===== src/rtl/life_xition_pkg.sv =====
package life_xition_pkg;

  // Codewords of a distance-3 linear code; any single flip lands off the legal set.
  typedef enum logic [6:0] {
    StReset       = 7'h0E,
    StIdle        = 7'h15,
    StClkMux      = 7'h1B,
    StCntIncr     = 7'h23,
    StCntProg     = 7'h2D,
    StTransCheck  = 7'h36,
    StTokenHash   = 7'h38,
    StFlashRma    = 7'h47,
    StTokenCheck0 = 7'h49,
    StTokenCheck1 = 7'h52,
    StTransProg   = 7'h5C,
    StPostTrans   = 7'h64,
    StScrap       = 7'h6A,
    StEscalate    = 7'h71,
    StInvalid     = 7'h7F
  } seqState_e;

  // Control-to-datapath strobes.
  typedef struct packed {
    logic latchReq;
    logic latchDigest;
    logic timerRun;
  } ctrlStrobe_t;

  // Datapath-to-control decisions.
  typedef struct packed {
    logic targetLegal;
    logic lowMatch;
    logic highMatch;
    logic cntAtMax;
    logic waitExpired;
    logic rmaTarget;
  } dpFlag_t;

endpackage


===== src/rtl/life_xition_dp.sv =====
module life_xition_dp
  import life_xition_pkg::*;
#(
  parameter int LcW           = 4,
  parameter int CntW          = 8,
  parameter int TokW          = 16,
  parameter int TimeoutCycles = 64,
  parameter int RmaLc         = 9
) (
  input  logic              clk,
  input  logic              rstN,
  input  ctrlStrobe_t       strobe,
  input  logic [LcW-1:0]    reqTarget,
  input  logic [LcW-1:0]    curLc,
  input  logic [CntW-1:0]   cntIn,
  input  logic [TokW-1:0]   hashDigest,
  input  logic [TokW-1:0]   refDigest,
  output dpFlag_t           flags,
  output logic [CntW-1:0]   cntProgVal,
  output logic [LcW-1:0]    stateProgVal
);

  localparam int HalfW  = TokW / 2;
  localparam int TimerW = $clog2(TimeoutCycles + 1);

  logic [LcW-1:0]    targetQ;
  logic [TokW-1:0]   digestQ;
  logic [TimerW-1:0] timerQ;
  logic [1:0]        halfMatch;

  always_ff @(posedge clk or negedge rstN) begin
    if (!rstN) begin
      targetQ <= '0;
      digestQ <= '0;
      timerQ  <= '0;
    end else begin
      if (strobe.latchReq)    targetQ <= reqTarget;
      if (strobe.latchDigest) digestQ <= hashDigest;
      timerQ <= strobe.timerRun ? timerQ + TimerW'(1) : '0;
    end
  end

  // One comparator per token half; index 0 is checked first.
  for (genvar h = 0; h < 2; h++) begin : g_half
    assign halfMatch[h] = (digestQ[h*HalfW +: HalfW] == refDigest[h*HalfW +: HalfW]);
  end

  always_comb begin
    flags.targetLegal = (targetQ > curLc);
    flags.lowMatch    = halfMatch[0];
    flags.highMatch   = halfMatch[1];
    flags.cntAtMax    = &cntIn;
    flags.waitExpired = (timerQ == TimerW'(TimeoutCycles - 1));
    flags.rmaTarget   = (targetQ == LcW'(RmaLc));
  end

  assign cntProgVal   = cntIn + CntW'(1);
  assign stateProgVal = targetQ;

endmodule


===== src/rtl/life_xition_ctrl.sv =====
module life_xition_ctrl
  import life_xition_pkg::*;
#(
  parameter int LcW     = 4,
  parameter int ScrapLc = 15
) (
  input  logic           clk,
  input  logic           rstN,
  input  logic           reqValid,
  input  logic [LcW-1:0] curLc,
  input  logic           escA,
  input  logic           escB,
  input  logic           cntProgDone,
  input  logic           cntProgErr,
  input  logic           hashValid,
  input  logic           wipeAck,
  input  logic           stateProgDone,
  input  logic           stateProgErr,
  input  dpFlag_t        flags,
  output ctrlStrobe_t    strobe,
  output logic [6:0]     fsmState,
  output logic           clkSel,
  output logic           cntProgReq,
  output logic           hashReq,
  output logic           wipeReq,
  output logic           stateProgReq,
  output logic           doneValid,
  output logic           doneOk
);

  seqState_e stateQ, stateD;
  logic      fail, endOk, endErr;

  always_comb begin
    stateD = stateQ;
    fail   = 1'b0;
    endOk  = 1'b0;
    case (stateQ)
      StReset:      stateD = StIdle;
      StIdle: begin
        if (curLc == LcW'(ScrapLc)) stateD = StScrap;
        else if (reqValid)          stateD = StClkMux;
      end
      StClkMux:     stateD = StCntIncr;
      StCntIncr: begin
        if (flags.cntAtMax) fail = 1'b1;
        else                stateD = StCntProg;
      end
      StCntProg: begin
        if (cntProgDone) begin
          if (cntProgErr) fail = 1'b1;
          else            stateD = StTransCheck;
        end else if (flags.waitExpired) fail = 1'b1;
      end
      StTransCheck: begin
        if (flags.targetLegal) stateD = StTokenHash;
        else                   fail = 1'b1;
      end
      StTokenHash: begin
        if (hashValid)                  stateD = flags.rmaTarget ? StFlashRma : StTokenCheck0;
        else if (flags.waitExpired)     fail = 1'b1;
      end
      StFlashRma:   if (wipeAck) stateD = StTokenCheck0;
      StTokenCheck0: begin
        if (flags.lowMatch) stateD = StTokenCheck1;
        else                fail = 1'b1;
      end
      StTokenCheck1: begin
        if (flags.highMatch) stateD = StTransProg;
        else                 fail = 1'b1;
      end
      StTransProg: begin
        if (stateProgDone) begin
          if (stateProgErr) fail = 1'b1;
          else begin
            stateD = StPostTrans;
            endOk  = 1'b1;
          end
        end else if (flags.waitExpired) fail = 1'b1;
      end
      StPostTrans, StScrap, StEscalate, StInvalid: stateD = stateQ;
      default:      stateD = StInvalid;
    endcase
    endErr = fail;
    if (fail) stateD = StPostTrans;
    // Escalation outranks every exit; Scrap is the only state it leaves alone.
    if ((escA || escB) && stateQ != StScrap) begin
      stateD = StEscalate;
      endErr = 1'b0;
      endOk  = 1'b0;
    end
  end

  always_ff @(posedge clk or negedge rstN) begin
    if (!rstN) begin
      stateQ    <= StReset;
      doneValid <= 1'b0;
      doneOk    <= 1'b0;
    end else begin
      stateQ    <= stateD;
      doneValid <= endOk | endErr;
      doneOk    <= endOk;
    end
  end

  always_comb begin
    strobe.latchReq    = (stateQ == StIdle) && reqValid;
    strobe.latchDigest = (stateQ == StTokenHash) && hashValid;
    strobe.timerRun    = (stateQ inside {StCntProg, StTokenHash, StTransProg});
  end

  assign fsmState     = stateQ;
  assign clkSel       = stateQ inside {StClkMux, StCntIncr, StCntProg, StTransCheck, StTokenHash,
                                       StFlashRma, StTokenCheck0, StTokenCheck1, StTransProg};
  assign cntProgReq   = (stateQ == StCntProg);
  assign hashReq      = (stateQ == StTokenHash);
  assign wipeReq      = (stateQ == StFlashRma);
  assign stateProgReq = (stateQ == StTransProg);

endmodule


===== src/rtl/life_xition_seq.sv =====
module life_xition_seq
  import life_xition_pkg::*;
#(
  parameter int LcW           = 4,
  parameter int CntW          = 8,
  parameter int TokW          = 16,
  parameter int TimeoutCycles = 64,
  parameter int RmaLc         = 9,
  parameter int ScrapLc       = 15
) (
  input  logic            clk,
  input  logic            rstN,
  input  logic            reqValid,
  input  logic [LcW-1:0]  reqTarget,
  input  logic [LcW-1:0]  curLc,
  input  logic            escA,
  input  logic            escB,
  input  logic [CntW-1:0] cntIn,
  input  logic            cntProgDone,
  input  logic            cntProgErr,
  input  logic            hashValid,
  input  logic [TokW-1:0] hashDigest,
  input  logic [TokW-1:0] refDigest,
  input  logic            wipeAck,
  input  logic            stateProgDone,
  input  logic            stateProgErr,
  output logic [6:0]      fsmState,
  output logic            clkSel,
  output logic            cntProgReq,
  output logic [CntW-1:0] cntProgVal,
  output logic            hashReq,
  output logic            wipeReq,
  output logic            stateProgReq,
  output logic [LcW-1:0]  stateProgVal,
  output logic            doneValid,
  output logic            doneOk
);

  ctrlStrobe_t strobe;
  dpFlag_t     flags;

  life_xition_ctrl #(
    .LcW     (LcW),
    .ScrapLc (ScrapLc)
  ) u_ctrl (
    .clk           (clk),
    .rstN          (rstN),
    .reqValid      (reqValid),
    .curLc         (curLc),
    .escA          (escA),
    .escB          (escB),
    .cntProgDone   (cntProgDone),
    .cntProgErr    (cntProgErr),
    .hashValid     (hashValid),
    .wipeAck       (wipeAck),
    .stateProgDone (stateProgDone),
    .stateProgErr  (stateProgErr),
    .flags         (flags),
    .strobe        (strobe),
    .fsmState      (fsmState),
    .clkSel        (clkSel),
    .cntProgReq    (cntProgReq),
    .hashReq       (hashReq),
    .wipeReq       (wipeReq),
    .stateProgReq  (stateProgReq),
    .doneValid     (doneValid),
    .doneOk        (doneOk)
  );

  life_xition_dp #(
    .LcW           (LcW),
    .CntW          (CntW),
    .TokW          (TokW),
    .TimeoutCycles (TimeoutCycles),
    .RmaLc         (RmaLc)
  ) u_dp (
    .clk          (clk),
    .rstN         (rstN),
    .strobe       (strobe),
    .reqTarget    (reqTarget),
    .curLc        (curLc),
    .cntIn        (cntIn),
    .hashDigest   (hashDigest),
    .refDigest    (refDigest),
    .flags        (flags),
    .cntProgVal   (cntProgVal),
    .stateProgVal (stateProgVal)
  );

endmodule


===== config.mk =====
export PLATFORM = sky130hd
export DESIGN_NAME = life_xition_seq
export DESIGN_NICKNAME = d
export VERILOG_FILES = /design/src/rtl/life_xition_pkg.sv /design/src/rtl/life_xition_dp.sv /design/src/rtl/life_xition_ctrl.sv /design/src/rtl/life_xition_seq.sv
export SDC_FILE = /design/constraint.sdc
export NUM_CORES = 1
export LEC_CHECK = 0
export ABC_AREA = 1
export CORE_UTILIZATION = 30
export DETAILED_ROUTE_END_ITERATION = 8
export RECOVER_POWER = 25
export SLEW_MARGIN = 10
export SYNTH_ARGS = -nofsm -noshare
export SYNTH_HDL_FRONTEND = slang
export SYNTH_SLANG_ARGS = --single-unit

===== constraint.sdc =====
create_clock -name clk -period 4.4 [get_ports clk]
set_input_delay 1.32 -clock clk [delete_from_list [all_inputs] [get_ports clk]]
set_output_delay 1.32 -clock clk [all_outputs]
set_load 0.02 [all_outputs]

After elaboration in Yosys (flattened, before gate mapping)
Index checks and enable logic that the tools add are counted.
Widths: inputs -> output; s select.
{"block": "op_classes", "n_lt_le_gt_ge": 1, "addsub": 2, "n_mux": 33, "bitwise_logic": 1, "n_eq_ne": 33, "reduce_logical": 9}
{"cell": "$mux 7", "n": 15}
{"cell": "$pmux 7 s12", "n": 1}
{"cell": "$eq 7x7->1 const B", "n": 8}
{"cell": "$ne 4x2->1 const B", "n": 10}
{"cell": "$eq 7x6->1 const B", "n": 5}
{"cell": "$eq 8x8->1", "n": 2}
{"cell": "$mux 1", "n": 15}
{"cell": "$eq 7x5->1 const B", "n": 2}
{"cell": "$reduce_and 12->1", "n": 1}
{"cell": "$reduce_bool 9->1", "n": 1}
{"cell": "$add 8x1->8 const B", "n": 1}
{"cell": "$eq 4x4->1 const B", "n": 2}
{"cell": "$reduce_and 8->1", "n": 1}
{"cell": "$add 7x1->7 const B", "n": 1}
{"cell": "$eq 7x4->1 const B", "n": 1}
{"cell": "$ne 7x7->1 const B", "n": 1}
{"cell": "$pmux 1 s7", "n": 1}
{"cell": "$ne 5x2->1 const B", "n": 1}
{"cell": "$gt 4x4->1", "n": 1}
{"cell": "$mux 4", "n": 1}
{"cell": "$reduce_or 4->1", "n": 1}
{"cell": "$logic_and 1x1->1", "n": 3}
{"cell": "$ne 3x1->1 const B", "n": 1}
{"cell": "$reduce_bool 3->1", "n": 1}
{"cell": "other kinds (2)", "n": 2}
{"block": "word_totals", "in_bits": 59, "reg_bits": 36, "out_inout_bits": 26}

Longest topological paths before layout
{"block": "logic_depth", "ltp_word": 6, "ltp_mapped": 16, "mapped_depth_nobuf": 16}

Cells and area by module
From an unflattened synthesis, not the netlist that was laid out.
{"block": "hier_totals", "cells_unflattened": 435, "hier_area_um2": 2691.3}
{"module": "life_xition_dp", "instances": 1, "area_each_um2": 1626.6, "seq_area_each_um2": 675.6, "cells_each": 237}
{"module": "life_xition_ctrl", "instances": 1, "area_each_um2": 1064.8, "seq_area_each_um2": 229.0, "cells_each": 198}

Worst setup path before layout
OpenSTA, ideal clock, no wires.
{"block": "synth_path", "path_kind": "input to output", "start": "input port cntIn[0]", "end": "output port cntProgVal[7]", "n_path_buf": 0, "slack_ns": 0.927, "arrival_ns": 2.153, "stages": 4, "cell_sequence": "nand3_1 > nor3_1 > nand3_1 > xnor2_1"}
{"block": "synth_between", "elab_chain_len": 1}
{"element": "start, declared", "line": "life_xition_seq.sv:18", "source": "input logic [CntW-1:0] cntIn,"}
{"element": "$add 8x1->8", "line": "life_xition_dp.sv:57", "source": "assign cntProgVal = cntIn + CntW'(1);"}
{"element": "end, declared", "line": "life_xition_seq.sv:30", "source": "output logic [CntW-1:0] cntProgVal,"}
Every way passes these cells.

Worst setup path in the final report
{"block": "layout_path", "start": "input port cntIn[0]", "end": "output port cntProgVal[2]"}
Same word-level chain as after synthesis.

==> qor.yml <==
status:
  status: "finished with violations"
  violations: "capacitance limit, slew limit"
route:
  drc_errors: 0
  post_drt_via_cell_ratio: 4.55
  detail-route-antenna-nets: 0
  dr.first_iter.drc_count: 136
  dr.pass1.iters: 4
  via_count: 2779
  wl_mm: 7.06
  post_drt_wl_per_cell_um: 11.6
cts:
  cts_setup_buffers: 0
  cts.sinks: 36
  number_of_clock_buffers_inserted_by_tritoncts: 5
  h-tree-depth: 2
  worst_skew_pair.late_latency_ps: 290
  post_cts.resized_instances: 2
  clk_pin_slew_worst_paths_ps: 70
  cts.path.max_buffers: 2
  root_buffer: "clkbuf_8"
  cts.hold.buffers_added: 0
  cts_tree: "built"
sta:
  relSlewSlack: -0.258
  final_hold_viol_count: 0
  setup-violations-final: 0
  final_period_utilization: 0.961
  final_period_minus_worst_setup_slack_ps: 4230
  max_slew.worst_pin.slew_ps: 1890
  number_of_max_slew_violations_in_the_final_report: 37
  layout_setup_ws_ps: 171
  grt_setup_unrepaired: "false"
  final.setup_skew_ps: 7.21
  max_freq_ghz: 0.236
  final.setup.tns_ps: 0
pwr:
  total_power_w: 0.00127
  power_density_nw_per_um2: 339
  peakVddDrop_mv: 0.143
  leakage_nw: 2.03
die:
  floorplan.core_area_um2: 8680
  die_y_um: 96.3
  floorplan.die_area_um2: 9280
  io_pins: 85
  fp-row-count: 34
  floorplan.initialDensity: 0.308
  die_x_um: 96.3
setup_path:
  path_class: "input port to primary output"
  critPathMaxFanout: 3
  setup.worst_path.start: "cntIn[0]"
  endpoint_kind: "primary output"
  critPathRequiredTime_ps: 3080
  timing.critical_path.from_type: "input port"
  critical_path.reg2reg.startpoint: "u_ctrl.fsmState[3]"
  cp.arrival_ps: 2910
job:
  max_cap_violations: 1
cells_and_area:
  layout_commonest_cell: "nand2_1"
  layout.cells.most_common_list: "128 x nand2_1, 79 x clkdlybuf4s50_1, 64 x inv_1, 55 x nor2_1, 45 x nand3_1"
  syn_to_final_growth_pct: 40.2
  n_antenna_cell: 0
  layout-drive-gt1-share: 0.0855
  instances_no_fill: 611
  final_nets: 567
  nFillCells: 943
logic_synthesis:
  synth-simple-area-share: 0.398
  synthDistinctLibCells: 26
  synthCells: 410
  syn_area_per_cell_um2: 6.51
  largest_family_of_logic_cells_by_synthesized_area: "simple AND/OR/NAND/NOR gates"
  ys_warn_count: 0
  yosys.area_share.adder: 0.0281
  yosysSeqAreaShare: 0.339
  synthesis.area_um2: 2670
  mux_share_of_post_synthesis_cell_area: 0.0464
  synth-compound-area-share: 0.0351
  synth-xor-area-share: 0.0459
  postSynthRegisterBits: 36
  syn-num-nets: 475
grt:
  total_overflow_reported_by_the_global_router: 0
  grt_pass1_vias: 2727
  wire_length_of_the_first_global_routing_pass_mm: 11.7
  largest_net_degree_at_the_start_of_global_routing: 37
  globalRouteTotalUtil: 0.162
  antenna_found_initial: 0
worst_hold_path:
  worstHoldPathType: "register to register"
  hold_start: "u_dp.digestQ[0]"
placement:
  dp_cells: 603
  finalWeightedCongestion: 0.875
  dp_worst_setup_slack_ps: -56.1
  dp.final_hpwl_mm: 5.75
  number_of_buffers_added_on_ports: 84
[cell usage after synthesis]
cell type	count	area (µm²)
nand2_1	128	480
inv_1	64	240
nor2_1	55	206
nand3_1	45	225
dfrtp_1	33	826
mux2_2	11	124
o21ai_0	11	55.1
inv_2	9	33.8
xnor2_1	9	78.8
ha_1	6	75.1
nor3_1	6	30.0
xor2_1	5	43.8
a21oi_1	4	20.0
dfstp_2	3	78.8
nand2_2	3	18.8
nand4_1	3	18.8
nor2_2	3	18.8
nor2_4	3	33.8
nand3b_1	2	15.0
a21boi_0	1	7.51
a31oi_1	1	6.26
buf_2	1	5.00
buf_4	1	7.51
nand3_2	1	10.0
o21ai_1	1	5.00
or2_2	1	6.26
[cell families (layout without fill, tap and decap cells)]
group	Yosys count	in the layout
AO/OA/AOI/OAI	18	18
XOR/XNOR	14	14
adder cells (fa/ha/maj)	6	6
buffers and inverters	75	168
flip-flops	36	36
multiplexers	11	11
AND/OR/NAND/NOR	250	250
[routing by layer]
| layer | vias to the layer above | part of all wire | GRT usage |
|---|---|---|---|
| li1 | 1448 | - | - |
| met1 | 1244 | 0.43 | 0.200 |
| met2 | 75 | 0.50 | 0.285 |
| met3 | 12 | 0.061 | 0.0332 |
| met4 | 0 | 0.014 | 0.0466 |
| met5 | - | 0 | 0 |
[final cells by class]
class | count | area, µm² | share of cell area
Sequential cell | 36 | 905 | 0.242
Timing Repair Buffer | 87 | 860 | 0.230
Clock buffer | 8 | 90.1 | 0.0241
Inverter | 73 | 274 | 0.0732
Tap cell | 108 | 135 | 0.0361
Multi-Input combinational cell | 299 | 1480 | 0.395
[registers in the layout (all words and copies together), names as in the netlist]
signal and cells:
u_dp.stateProgVal 4, u_ctrl.fsmState 7, u_ctrl.doneOk 1, u_dp.digestQ 16
u_ctrl.doneValid 1, u_dp.timerQ 7
[worst paths after layout]
kind                                   endpoint  slack (ps)  cells past startpoint
min in group asynchronous        u_dp.timerQ[2]        1550                      1
setup / recovery                  cntProgVal[2]         170                      5
hold / removal                  u_dp.digestQ[0]         530                      1
max in group asynchronous  u_dp.stateProgVal[2]        1770                      1
setup reg to reg               u_dp.digestQ[10]        2330                      5
hold reg to reg                 u_dp.digestQ[0]         530                      1
[report_power, final]
| group | total (W) | internal, W | switching [W] |
|---|---|---|---|
| sequential | 0.000446 | 0.000377 | 0.0000691 |
| combinational | 0.000581 | 0.000236 | 0.000344 |
| clock | 0.000240 | 0.000128 | 0.000112 |
| total | 0.00127 | 0.000741 | 0.000526 |
[per-stage QoR]
step	hold WS (ps)	utilization	instance area (µm²)
final	527	0.431	3740
after global routing	559	0.431	3740
after CTS	534	0.431	3740
after detailed placement	518	0.421	3650
after global placement	513	0.421	3650
after floorplan	500	-	2670
[critical path: stages]
cell,delay (ps)
clkdlybuf4s50_1,500
ha_1,190
buf_4,120
xor2_1,150
clkdlybuf4s50_1,630
Note: power is estimated with default switching activity, not from simulation.
